$ cat src/rtl/dwp_pkg.sv
package dwp_pkg;
    localparam int ATTR_W    = 6;
    localparam int CTL_W     = 9;
    localparam int BIT_EXT   = 6;
    localparam int BIT_CHAIN = 7;
    localparam int BIT_RANGE = 8;
    localparam int NUM_UNITS = 2;

    typedef enum logic [2:0] {
        REG_AV = 3'd0,
        REG_AM = 3'd1,
        REG_DV = 3'd2,
        REG_DM = 3'd3,
        REG_CV = 3'd4,
        REG_CM = 3'd5
    } reg_idx_e;
endpackage

$ cat src/rtl/dwp_cfg_regs.sv
module dwp_cfg_regs
    import dwp_pkg::*;
#(
    parameter int AW  = 32,
    parameter int DW  = 32,
    parameter int WDW = 32
) (
    input  logic             clk,
    input  logic             rst_n,
    input  logic             wr_en,
    input  logic [2:0]       wr_idx,
    input  logic [WDW-1:0]   wr_data,
    output logic [AW-1:0]    addr_val,
    output logic [AW-1:0]    addr_msk,
    output logic [DW-1:0]    data_val,
    output logic [DW-1:0]    data_msk,
    output logic [CTL_W-1:0] ctl_val,
    output logic [CTL_W-1:0] ctl_msk,
    output logic             enable
);
    typedef struct packed {
        logic [AW-1:0]    av;
        logic [AW-1:0]    am;
        logic [DW-1:0]    dv;
        logic [DW-1:0]    dm;
        logic [CTL_W-1:0] cv;
        logic [CTL_W-1:0] cm;
        logic             en;
    } cfg_t;

    cfg_t cfg_d, cfg_q;

    always_comb begin
        cfg_d = cfg_q;
        if (wr_en) begin
            case (wr_idx)
                REG_AV: cfg_d.av = wr_data[AW-1:0];
                REG_AM: cfg_d.am = wr_data[AW-1:0];
                REG_DV: cfg_d.dv = wr_data[DW-1:0];
                REG_DM: cfg_d.dm = wr_data[DW-1:0];
                REG_CV: begin
                    cfg_d.cv = wr_data[CTL_W-1:0];
                    cfg_d.en = wr_data[CTL_W];
                end
                REG_CM: cfg_d.cm = wr_data[CTL_W-1:0];
                default: cfg_d = cfg_q;
            endcase
        end
    end

    always_ff @(posedge clk or negedge rst_n) begin
        if (!rst_n) cfg_q <= '0;
        else        cfg_q <= cfg_d;
    end

    assign addr_val = cfg_q.av;
    assign addr_msk = cfg_q.am;
    assign data_val = cfg_q.dv;
    assign data_msk = cfg_q.dm;
    assign ctl_val  = cfg_q.cv;
    assign ctl_msk  = cfg_q.cm;
    assign enable   = cfg_q.en;
endmodule

$ cat src/rtl/dwp_compare.sv
module dwp_compare
    import dwp_pkg::*;
#(
    parameter int AW = 32,
    parameter int DW = 32
) (
    input  logic [AW-1:0]    addr,
    input  logic [DW-1:0]    data,
    input  logic [CTL_W-1:0] attr,
    input  logic [AW-1:0]    addr_val,
    input  logic [AW-1:0]    addr_msk,
    input  logic [DW-1:0]    data_val,
    input  logic [DW-1:0]    data_msk,
    input  logic [CTL_W-1:0] ctl_val,
    input  logic [CTL_W-1:0] ctl_msk,
    output logic             ac_hit,
    output logic             d_hit
);
    logic [AW-1:0]    addr_diff;
    logic [DW-1:0]    data_diff;
    logic [CTL_W-1:0] ctl_diff;

    always_comb begin
        addr_diff = (addr ^ addr_val) & ~addr_msk;
        data_diff = (data ^ data_val) & ~data_msk;
        ctl_diff  = (attr ^ ctl_val)  & ~ctl_msk;
        ac_hit    = (addr_diff == '0) && (ctl_diff == '0);
        d_hit     = (data_diff == '0);
    end
endmodule

$ cat src/rtl/dwp_top.sv
module dwp_top
    import dwp_pkg::*;
#(
    parameter int AW  = 32,
    parameter int DW  = 32,
    parameter int WDW = (AW > DW) ? AW : DW
) (
    input  logic              clk,
    input  logic              rst_n,
    input  logic [AW-1:0]     bus_addr,
    input  logic [DW-1:0]     bus_data,
    input  logic [ATTR_W-1:0] bus_attr,
    input  logic [1:0]        ext_cond,
    input  logic              cfg_we,
    input  logic              cfg_unit,
    input  logic [2:0]        cfg_idx,
    input  logic [WDW-1:0]    cfg_wdata,
    output logic              brk_req
);
    typedef struct packed {
        logic chain;
        logic brk;
    } st_t;

    st_t st_d, st_q;

    logic [NUM_UNITS-1:0] ac_hit;
    logic [NUM_UNITS-1:0] d_hit;
    logic [NUM_UNITS-1:0] en_vec;
    logic [NUM_UNITS-1:0] chain_in;
    logic [NUM_UNITS-1:0] range_in;
    logic                 chain_q;
    logic                 chain_clr;

    assign chain_q  = st_q.chain;
    assign chain_in = {1'b0, st_q.chain};
    assign range_in = {1'b0, ac_hit[1]};

    for (genvar u = 0; u < NUM_UNITS; u++) begin : g_unit
        logic [AW-1:0]    av, am;
        logic [DW-1:0]    dv, dm;
        logic [CTL_W-1:0] cv, cm;
        logic [CTL_W-1:0] attr_vec;
        logic             wr_sel;

        assign wr_sel   = cfg_we && (cfg_unit == 1'(u));
        assign attr_vec = {range_in[u], chain_in[u], ext_cond[u], bus_attr};

        dwp_cfg_regs #(.AW(AW), .DW(DW), .WDW(WDW)) regs_i (
            .clk      (clk),
            .rst_n    (rst_n),
            .wr_en    (wr_sel),
            .wr_idx   (cfg_idx),
            .wr_data  (cfg_wdata),
            .addr_val (av),
            .addr_msk (am),
            .data_val (dv),
            .data_msk (dm),
            .ctl_val  (cv),
            .ctl_msk  (cm),
            .enable   (en_vec[u])
        );

        dwp_compare #(.AW(AW), .DW(DW)) cmp_i (
            .addr     (bus_addr),
            .data     (bus_data),
            .attr     (attr_vec),
            .addr_val (av),
            .addr_msk (am),
            .data_val (dv),
            .data_msk (dm),
            .ctl_val  (cv),
            .ctl_msk  (cm),
            .ac_hit   (ac_hit[u]),
            .d_hit    (d_hit[u])
        );
    end

    assign chain_clr = cfg_we && cfg_unit && (cfg_idx == REG_CV);

    always_comb begin
        st_d     = st_q;
        st_d.brk = |(ac_hit & d_hit & en_vec);
        if (chain_clr)      st_d.chain = 1'b0;
        else if (ac_hit[1]) st_d.chain = d_hit[1];
    end

    always_ff @(posedge clk or negedge rst_n) begin
        if (!rst_n) st_q <= '0;
        else        st_q <= st_d;
    end

    assign brk_req = st_q.brk;
endmodule

$ cat config.mk
export PLATFORM = sky130hd
export DESIGN_NAME = dwp_top
export DESIGN_NICKNAME = d
export VERILOG_FILES = /design/src/rtl/dwp_pkg.sv /design/src/rtl/dwp_cfg_regs.sv /design/src/rtl/dwp_compare.sv /design/src/rtl/dwp_top.sv
export SDC_FILE = /design/constraint.sdc
export NUM_CORES = 1
export LEC_CHECK = 0
export ABC_AREA = 0
export BUFFER_PORTS_ARGS = -buffer_cell sky130_fd_sc_hd__buf_4
export CORE_MARGIN = 5
export CORE_UTILIZATION = 40
export CTS_CLUSTER_DIAMETER = 50
export DETAILED_ROUTE_END_ITERATION = 10
export GPL_TIMING_DRIVEN = 0
export SYNTH_ARGS = -nofsm -noshare
export SYNTH_HDL_FRONTEND = slang
export SYNTH_HIERARCHICAL = 1
export SYNTH_SLANG_ARGS = --single-unit
$ cat constraint.sdc
create_clock -name clk -period 3 [get_ports clk]
set_clock_uncertainty 0.2 [all_clocks]
set_input_delay 0.45 -clock clk [delete_from_list [all_inputs] [get_ports clk]]
set_output_delay 0.45 -clock clk [all_outputs]
set_load 0.02 [all_outputs]
# Word-level counts from Yosys, hierarchy flattened
# Cells that the tools add are included.
[op_classes]
eq_ne = 5
reduce_logical = 26
mux = 2
n_bitwise = 21
[op_table]
columns = ["cell", "n"]
rows = [
  ["bitwise AND 32 bit", 4],
  ["logical NOT 32 bit", 4],
  ["inverter 32 bit", 4],
  ["bitwise XOR 32 bit", 4],
  ["AND reduction 2 bit", 12],
  ["bitwise AND 9 bit", 2],
  ["logical NOT 9 bit", 2],
  ["inverter 9 bit", 2],
  ["bitwise XOR 7 x 9 -> 9 bit", 1],
  ["bitwise XOR 9 bit", 1],
  ["== test 3 x 2 -> 1 bit, second input constant", 2],
  ["== test 3 bit, second input constant", 2],
  ["logical AND 1 bit", 5],
  ["bitwise AND 2 bit", 2],
  ["== test 3 x 1 -> 1 bit, second input constant", 1],
  ["logical NOT 3 bit", 1],
  ["two-way mux 1 bit", 2],
  ["nonzero test 2 bit", 1],
  ["OR reduction 2 bit", 1],
  ["inverter 1 bit", 1],
]
[totals]
elab_cells = 70
input_bits = 111
output_inout_bits = 1
regBits = 296

# Longest topological paths before layout
# Gate-level depths: netlist of run 1.
[depth]
ltp_word = 11
mapped_depth = 12
ltp_nobuf = 12

# Cells and area by module
# Netlist of run 1, hierarchy kept.
[modules_own_cells]
columns = ["mod", "cells_per_inst", "instances", "area_per_inst_um2", "seq_area_each_um2"]
rows = [
  ["dwp_cfg_regs", 316, 2, 5589.1, 3678.5],
  ["dwp_compare", 122, 2, 952.2, 0.0],
  ["dwp_top", 11, 1, 103.8, 50.0],
]

# Worst setup path before layout of run 1
# Ideal clock, no wire load.
[synth_path]
path_type = "input-to-reg"
from = "input bus_addr[30]"
to = "register st_q, in the netlist brk_req"
setup_slack_ns = 0.181
path_stages = 11
required_ns = 2.734
setup_ns = 0.066
t_arrival_ns = 2.552
n_path_buf = 0
cell_sequence = "xnor2_1 -> o22ai_1 -> or4_1 -> nor4_2 -> xnor2_1 -> o22ai_1 -> nor4_1 -> nand4_1 -> nor4_2 -> nand3_1 -> nand2_1"
[synth_rtl]
columns = ["element", "line_no", "source"]
rows = [
  ["start: declaration", "dwp_top.sv:10", "input logic [AW-1:0] bus_addr,"],
  ["end signal: assignment", "dwp_top.sv:90", "else st_q <= st_d;"],
  ["end: declaration", "dwp_top.sv:25", "st_t st_d, st_q;"],
]

==> results of run 1 <==
path summary, 6_finish.rpt:
kind                       cells past startpoint                             to                           from  slack (ns)
max                                           12                        brk_req  g_unit[1].regs_i/addr_val[23]        0.09
min                                            2  g_unit[0].regs_i/data_val[31]                  cfg_wdata[31]        0.05
max reg2reg                                   12                        brk_req  g_unit[1].regs_i/addr_val[23]        0.09
min reg2reg                                    1   g_unit[0].regs_i/addr_msk[7]   g_unit[0].regs_i/addr_msk[7]        0.28
max in group asynchronous                      3  g_unit[1].regs_i/addr_val[15]                          rst_n        1.25
min in group asynchronous                      2  g_unit[1].regs_i/data_val[12]                          rst_n        0.34
Yosys cell counts, types with 3 or more instances:
cell type and n:
o22ai_1 72, dfrtp_1 296, mux2_2 170, mux2_1 124, buf_4 10, buf_8 12, nor2_1 3, buf_6 8
xnor2_1 146, nor4_1 14, nor4bb_1 6
metal layers:
metal,track usage,vias to the layer above,share of wire
met5,0,-,0
met2,0.302,136,0.48
met1,0.257,4051,0.46
li1,-,3537,-
met3,0.0278,31,0.039
met4,0.0420,0,0.018
power groups by stage:
| stage | Combinational, mW | Sequential, mW | Clock (mW) |
|---|---|---|---|
| after global routing | 2.41 | 5.56 | 4.72 |
| after detailed placement | 2.20 | 5.51 | 0 |
| after CTS | 2.24 | 5.45 | 4.56 |
| final | 2.19 | 5.45 | 4.43 |
| after floorplan | 1.51 | 5.38 | 0 |
| after global placement | 2.14 | 5.47 | 0 |
timing repair:
action                     in CTS  in global routing
hold buffers                    1                  0
buffers inserted                1                  0
hold endpoints to repair       77                  0
gates resized for setup        10                  0
setup endpoints to repair       1                  1
pin swaps                       7                  2
metrics by stage:
step	area [um^2]	util
finish	15900	0.490
global route	15900	0.490
global placement	14600	0.448
floorplan	13200	-
CTS	15900	0.490
detailed placement	14600	0.450
flip-flops by register name, indices dropped and copies added (netlist names):
register / cells
g_unit.regs_i/data_val: 64
g_unit.regs_i/addr_val: 64
g_unit.regs_i/ctl_msk: 18
chain_q: 1
brk_req: 1
g_unit.regs_i/addr_msk: 64
g_unit.regs_i/enable: 2
g_unit.regs_i/data_msk: 64
g_unit.regs_i/ctl_val: 18
cell type report:
type,instances,share of cell area
plain buffers,32,0.0223
flip-flops and latches,296,0.465
repair buffers,115,0.0573
well taps,442,0.0347
multi-input cells,560,0.344
clock inverters,10,0.0114
diodes,1,0.000157
clock buffers,49,0.0653
worst register-to-register path: stages, from the launching register on:
cell     delay [ns]
dfrtp_1        0.39
xnor2_1        0.17
o22ai_1        0.15
nor4_2         0.42
nand4_1        0.21
nor4_4         0.26
xnor2_1        0.18
o22ai_1        0.12
nor4_2         0.22
nand4_1        0.15
nor4_2         0.16
nand3_1        0.11
nand2_2        0.10
logic make-up after synthesis:
group,Yosys count,share of synthesized area
DFF,296,0.562
AOI/OAI and AO/OA,73,0.0346
muxes,295,0.252
other,1,0.000284
and+or+nand+nor,44,0.0276
buffers and inverters,32,0.0269
xor gates and xnor gates,146,0.0970
==> metrics.md, run 1 <==
| Metric | Value |
|---|---|
| Status | `completed` |
| Switching share of power | `0.253` |
| Post-route setup slack | `0.0860 ns` |
| CTS HTree Levels | `2` |
| Largest net degree at the start of global routing | `114` |
| CP bufs+invs | `0` |
| Mapped Cells | `887` |
| Peak VDD IR | `0.000441 V` |
| Starting density of the core | `0.405` |
| Die Y-Extent | `192 um` |
| Area growth syn-to-layout | `20.9%` |
| Arrival @ worst endpoint | `3.14 ns` |
| Post-synth EDFFs | `0` |
| Min Tclk post-route | `2.91 ns` |
| Leakage | `6.79 nW` |
| Seq/Total Area, Yosys | `0.562` |
| Layout Cells excl Fill | `1505` |
| Worst slew pin tran | `0.630 ns` |
| Vias in the first global route | `8365` |
| Sw power | `3.05 mW` |
| Detailed placer's ending HPWL | `23.4 mm` |
| Die area | `36700 um^2` |
| Drc violations | `0` |
| Internal power | `9.02 mW` |
| Synthesized flop and latch total | `296` |
| Max incr delay on CP | `0.42 ns` |
| Io pins | `112` |
| Critical path class | `flop to flop` |
| Dpl cells | `1443` |
| CTS root buffer | `clkbuf_16` |
| # setup viols final | `0` |
| Mapped Area | `13200 um^2` |
| Routed wire per std cell | `21.8 um` |
| Top post-synthesis cells by area | `dfrtp_1 56%, mux2_2 15%, mux2_1 11%` |
| Crit share post-route | `0.971` |
| Most common cell on crit path | `nor4_2` |
| Register Area | `7410 um^2` |
| Yosys warns | `6` |
| Clock latency on the worst-skew pair | `0.50 ns` |
| Core area | `32500 um^2` |
| CTS tree | `done` |
| Worst slew margin | `0.580` |
| Final hold vios | `0` |
| Synth unique cells | `27` |
| Multi-input logic area | `5490 um^2` |
| Hold Crit Class | `input port to flop` |
| Rows | `66` |
| Commonest cells after routing, fill and taps aside | `296 x dfrtp_1, 170 x mux2_2, 144 x xnor2_1` |
| Avg Inst Size Synth | `14.9 um^2` |
| Vias | `7755` |
| Final-stage net count | `1150` |
| Worst hold margin | `0.0538 ns` |
| Pre-CTS setup slack | `-0.899 ns` |
| CP max-delay cell | `nor4_2` |
| CP Capture Type | `flop` |
| RSZ-0062 raised after global routing | `true` |
| Most common cell after layout, fill and taps aside | `dfrtp_1` |
| Initial antenna violation count | `1` |
| Power share of the clock group | `0.367` |
| Synth Flop Type | `dfrtp_1` |
| Fmax achieved | `0.343 GHz` |
| Vias per std cell | `5.15` |
| First-pass GRT wire length | `50.6 mm` |
| Layout cells sized above 1 | `0.363` |
| Slew Limit Fails | `0` |
| Port-buffer cells | `111` |
| # clock sinks | `296` |
| Post-route ant nets | `0` |
| Critical Path Source Type | `flop` |
| Setup TNS | `0 ns` |
| Filler cells | `2923` |
| Total grt overflow | `0` |
| DR iter-0 viols | `320` |
| CTS Buffer Depth | `3` |
| Worst endpoint required time | `3.22 ns` |
| Total Power | `12.1 mW` |
| Drt first pass iters | `4` |
| Combinational share of power | `0.182` |
| Leading area contributor after synthesis | `dfrtp_1` |
| GPL Wtd Cong | `0.770` |
| Max FO, Critical Path | `2` |
| Clk slew on worst S/H paths | `0.06 ns` |
| Max-Cap Viols | `0` |
| Yosys top cell area share | `0.562` |
| Drt total wl | `32.8 mm` |
| Cell Pwr Density | `757 nW/um^2` |
| Async SR Flop Fraction | `1.00` |
| Die Width | `192 um` |
| CTS Buf Count | `34` |
| Tot GR Track Use | `0.183` |
| Sequential Power Share | `0.451` |
| Cell family with most CP delay | `simple AND/OR/NAND/NOR gates` |
| Ordered list of cells on the worst path | `xnor2_1 > o22ai_1 > nor4_2 > nand4_1 > nor4_4 > xnor2_1 > o22ai_1 > nor4_2 > nand4_1 > nor4_2 > nand3_1 > nand2_2` |
Power figures use the tool's default switching activity.
==> run 2, diff against run 1 <==
Settings changed: CORE_UTILIZATION 40 to 57, PLACE_DENSITY from default to 0.77.
==> run 2 against run 1 <==
Effect of this change: via count grew 0.61%; wire length shrank 6.6%; register-to-register slack gained 0.04 ns; non-clock buffer count is the same; sequential power is essentially flat.
==> metrics.md, run 2 (same netlist as run 1, synthesis figures left out) <==
| Metric | Value |
|---|---|
| Layout cells sized above 1 | `0.361` |
| Hold depth | `2` |
| Sequential Power Share | `0.464` |
| First-pass GRT wire length | `48.6 mm` |
| Cell Pwr Density | `752 nW/um^2` |
| Vias in the first global route | `8501` |
| Detailed placer's ending HPWL | `21.6 mm` |
| Die Y-Extent | `162 um` |
| Core area | `22700 um^2` |
| # clock sinks | `296` |
| Port-buffer cells | `111` |
| Hold Crit Class | `input port to flop` |
| CP Capture Type | `flop` |
| Reg2reg setup slack | `0.12 ns` |
| Filler cells | `1593` |
| Internal power | `8.72 mW` |
| CTS HTree Levels | `2` |
| Worst slew margin | `0.413` |
| ANT cells | `0` |
| Drt first pass iters | `4` |
| Max FO, Critical Path | `2` |
| Worst Hold End | `g_unit[0].regs_i/data_val[24]` |
| Post-route ant nets | `0` |
| Clk slew on worst S/H paths | `0.06 ns` |
| RR Startpoint | `g_unit[1].regs_i/addr_val[30]` |
| Combinational share of power | `0.185` |
| Initial antenna violation count | `3` |
| Dpl cells | `1286` |
| Worst slew pin tran | `0.880 ns` |
| CTS tree | `done` |
| Worst reg-to-reg path cell count | `11` |
| Total grt overflow | `0` |
| Fmax achieved | `0.348 GHz` |
| Post-layout util | `0.689` |
| Area growth syn-to-layout | `18.7%` |
| Leakage | `6.75 nW` |
| Slew Limit Fails | `0` |
| RR Endpoint | `brk_req` |
| Switching share of power | `0.259` |
| Final hold vios | `0` |
| Starting density of the core | `0.581` |
| GPL Wtd Cong | `0.795` |
| RSZ-0062 raised after global routing | `true` |
| Worst endpoint required time | `3.23 ns` |
| Arrival @ worst endpoint | `3.11 ns` |
| Io pins | `112` |
| Crit share post-route | `0.958` |
| Setup crit start | `g_unit[1].regs_i/addr_val[30]` |
| Tot GR Track Use | `0.240` |
| Rows | `55` |
| Power share of the clock group | `0.351` |
| Critical path class | `flop to flop` |
| Critical Path Source Type | `flop` |
| Die Width | `162 um` |
| Hold_sp | `cfg_wdata[24]` |
| Peak VDD IR | `0.000476 V` |
| Max-Cap Viols | `0` |
| Vias per std cell | `5.78` |
| Most common cell after layout, fill and taps aside | `dfrtp_1` |
| CTS root buffer | `clkbuf_16` |
| Drt total wl | `30.6 mm` |
| Sw power | `3.05 mW` |
| Worst hold margin | `0.0418 ns` |
| CTS Buffer Depth | `3` |
| DR iter-0 viols | `366` |
| Multi-input logic area | `5480 um^2` |
| Register Area | `7410 um^2` |
| CTS Buf Count | `34` |
| Final-stage net count | `1150` |
| Min Tclk post-route | `2.88 ns` |
| Die area | `26300 um^2` |
| Layout Cells excl Fill | `1349` |
| Largest net degree at the start of global routing | `116` |
| Status | `completed` |
| Routed wire per std cell | `22.7 um` |
| Vias | `7802` |
| # setup viols final | `0` |
| Clock latency on the worst-skew pair | `0.50 ns` |
| Drc violations | `0` |
| Commonest cells after routing, fill and taps aside | `296 x dfrtp_1, 170 x mux2_2, 145 x xnor2_1` |
run 2: cell types whose count changed in the layout (fill, tap and decap cells not counted), sizes merged:
cell    previous run  this run
clkbuf            49        52
inv                0         1
bufinv             5         1
diode              1         0
clkinv             4         6
run 2: cell type report:
class / instances / area share
flip-flops and latches: 296 / 0.473
multi-input cells: 560 / 0.350
clock buffers: 52 / 0.0678
repair buffers: 115 / 0.0583
well taps: 285 / 0.0228
plain buffers: 32 / 0.0227
clock inverters: 9 / 0.00551
run 2: repair_timing:
item                                    CTS  global route
buffers inserted                          1             0
hold endpoints to repair                114             0
gates resized for setup                   7             1
endpoints found under the setup margin    1             1
hold buffers                              1             0
pin swaps                                 7             3
cloned                                    0             0
run 2: routing by layer:
metal / track usage / part of all wire
met1: 0.329 / 0.43
met5: 0 / 0
met2: 0.405 / 0.49
met4: 0.0515 / 0.017
met3: 0.0436 / 0.059
run 2: worst max-delay path by stage:
| stage | to |
|---|---|
| after floorplan | brk_req |
| after global placement | g_unit[1].regs_i/addr_val[28] |
| after detailed placement | brk_req |
| after CTS | brk_req |
| after global routing | brk_req |
| final | brk_req |
run 2: power groups by stage:
stage | Clock, mW | Sequential (mW) | Combinational, mW
CTS | 4.20 | 5.46 | 2.21
finish | 4.13 | 5.46 | 2.18
detailed placement | 0 | 5.52 | 2.17
global route | 4.40 | 5.57 | 2.38
floorplan | 0 | 5.38 | 1.51
global placement | 0 | 5.47 | 2.09
run 2: critical path, stage by stage (launching register included):
cell and delay, ns:
dfrtp_1 0.38, xnor2_1 0.16, o22ai_1 0.12, or4_4 0.57, nor4_4 0.33, xnor2_1 0.17, o22ai_1 0.11, nor4_2 0.23
nand4_1 0.16, nor4_2 0.15, nand3_1 0.12, nand2_2 0.09
run 2: metrics by stage:
stage	worst slack, ns	power [mW]	area [um^2]	TNS (ns)
CTS	0.0776	11.9	15600	0
floorplan	0.181	6.88	13200	0
global placement	-1.33	7.56	14400	-388.62
finish	0.125	11.8	15700	0
detailed placement	-0.879	7.70	14400	-0.879
global route	-0.0731	12.4	15700	-0.0731
==> run 3, diff against run 2 <==
Settings changed: REMOVE_ABC_BUFFERS from default to 1, TNS_END_PERCENT from default to 100.
==> run 3 against run 2 <==
Effect of this change: cell count barely moved; worst hold slack got worse by 0.020 ns; count of clock-buffer cells in the layout fell by 7; largest power group unchanged; highest routed layer unchanged; first-iteration DRC count fell by 1.9%.
==> metrics.md, run 3 (same netlist as run 1, synthesis figures left out) <==
| Metric | Value |
|---|---|
| Status | `completed` |
| CTS Buf Count | `31` |
| RR Endpoint | `brk_req` |
| Arrival @ worst endpoint | `3.22 ns` |
| Max FO, Critical Path | `2` |
| Slew Limit Fails | `0` |
| Hold depth | `2` |
| Die area | `26300 um^2` |
| Worst Hold End | `g_unit[0].regs_i/addr_msk[7]` |
| Routed wire per std cell | `21.3 um` |
| CTS HTree Levels | `1` |
| Critical path class | `flop to flop` |
| Starting density of the core | `0.581` |
| Reg2reg setup slack | `0.06 ns` |
| Sw power | `2.97 mW` |
| Critical Path Source Type | `flop` |
| Switching share of power | `0.257` |
| Power share of the clock group | `0.338` |
| Final-stage net count | `1155` |
| Sequential Power Share | `0.473` |
| Worst slew margin | `0.399` |
| Commonest cells after routing, fill and taps aside | `296 x dfrtp_1, 170 x mux2_2, 143 x xnor2_1` |
| Layout cells sized above 1 | `0.355` |
| Max-Cap Viols | `0` |
| Hold_sp | `cfg_wdata[7]` |
| GPL Wtd Cong | `0.788` |
| Post-DP Area | `14500 um^2` |
| Clk slew on worst S/H paths | `0.06 ns` |
| Vias per std cell | `5.71` |
| Worst endpoint required time | `3.28 ns` |
| Tot GR Track Use | `0.223` |
| ANT cells | `0` |
| Post-route ant nets | `0` |
| CP Capture Type | `flop` |
| Drc violations | `0` |
| Fmax achieved | `0.340 GHz` |
| Worst reg-to-reg path cell count | `11` |
| Final hold vios | `0` |
| # clock sinks | `296` |
| Min Tclk post-route | `2.94 ns` |
| Hold Crit Class | `input port to flop` |
| Internal power | `8.58 mW` |
| First-pass GRT wire length | `46.3 mm` |
| # setup viols final | `0` |
| Peak VDD IR | `0.000501 V` |
| Combinational share of power | `0.189` |
| Fin area | `15800 um^2` |
| DR iter-0 viols | `359` |
| Leakage | `6.79 nW` |
| Worst slew pin tran | `0.901 ns` |
| Worst hold margin | `0.0219 ns` |
| Die Width | `162 um` |
| Io pins | `112` |
| Clock latency on the worst-skew pair | `0.55 ns` |
| CTS Buffer Depth | `3` |
| Cell Pwr Density | `732 nW/um^2` |
| Total grt overflow | `0` |
| Rows | `55` |
| RR Startpoint | `g_unit[1].regs_i/ctl_val[0]` |
| Port-buffer cells | `111` |
| CTS tree | `done` |
| Vias in the first global route | `8495` |
| Detailed placer's ending HPWL | `20.1 mm` |
| RSZ-0062 raised after global routing | `true` |
| Drt total wl | `28.7 mm` |
| Die Y-Extent | `162 um` |
| Vias | `7715` |
| Initial antenna violation count | `0` |
| Core area | `22700 um^2` |
| Crit share post-route | `0.981` |
| Drt first pass iters | `4` |
| Largest net degree at the start of global routing | `125` |
| CTS root buffer | `clkbuf_16` |
| Area growth syn-to-layout | `19.8%` |
| Most common cell after layout, fill and taps aside | `dfrtp_1` |
==> run 3: cell types whose count changed in the layout (fill, tap and decap cells not counted), sizes merged <==
cell / delta
dlygate4sd3: +18
buf: -10
clkbuf: -7
bufinv: +2
clkinv: -2
==> run 3: critical path, stage by stage (launching register included) <==
cell and delay [ns]:
dfrtp_1 0.38, xnor2_1 0.18, o22ai_1 0.11, or4_4 0.57
nor4_4 0.32, xnor2_1 0.15, o22ai_1 0.12, nor4_2 0.18
nand4_1 0.20, nor4_2 0.22, nand3_1 0.13, nand2_2 0.09
==> run 3: worst max-delay path by stage <==
| stage | start | to |
|---|---|---|
| after global placement | cfg_unit | g_unit[0].regs_i/data_val[31] |
| after detailed placement | bus_addr[29] | brk_req |
| after CTS | g_unit[1].regs_i/addr_val[12] | brk_req |
| after floorplan | cfg_unit | g_unit[0].regs_i/addr_msk[0] |
| after global routing | g_unit[1].regs_i/addr_val[8] | brk_req |
| final | g_unit[1].regs_i/ctl_val[0] | brk_req |
==> run 3: cell type report <==
cell class                 count  area, um^2
sequential                   296        7410
fill                        1553        6920
multi-input combinational    560        5590
timing repair buffer         155        1380
clock buffer                  45         918
tap                          285         357
clock inverter                 9         138
==> run 3: power by group through the flow <==
stage               Clock, mW  Sequential, mW  Combinational [mW]
floorplan                   0            5.38                1.49
global placement            0            5.46                2.03
detailed placement          0            5.52                2.12
CTS                      3.99            5.46                2.20
global route             4.17            5.57                2.39
finish                   3.90            5.46                2.19
==> run 3: routing by layer <==
layer | vias up | global-route usage | wire, um
met5 | - | 0 | 0
met4 | 0 | 0.0538 | 703
met3 | 47 | 0.0376 | 1270
met2 | 159 | 0.372 | 13900
met1 | 3978 | 0.309 | 12900
li1 | 3531 | - | -
==> run 3: repair_timing <==
action,4_1_cts,5_1_grt
hold endpoints to repair,195,0
gates cloned,0,0
endpoints found under the setup margin,1,1
pin swaps,6,2
resized for setup,8,4
hold buffers,19,0
setup buffers,1,0
==> run 3: through the flow <==
| step | cells | setup slack (ns) | util | power, mW | setup TNS (ns) |
|---|---|---|---|---|---|
| floorplan | 856 | -1.84 | - | 6.87 | -216.71 |
| global placement | 1252 | -5.11 | 0.618 | 7.49 | -1060.61 |
| detailed placement | 1276 | -0.912 | 0.637 | 7.64 | -0.922 |
| CTS | 1350 | 0.0150 | 0.694 | 11.6 | 0 |
| global route | 1350 | -0.0609 | 0.695 | 12.1 | -0.0609 |
| finish | 1350 | 0.0569 | 0.695 | 11.6 | 0 |
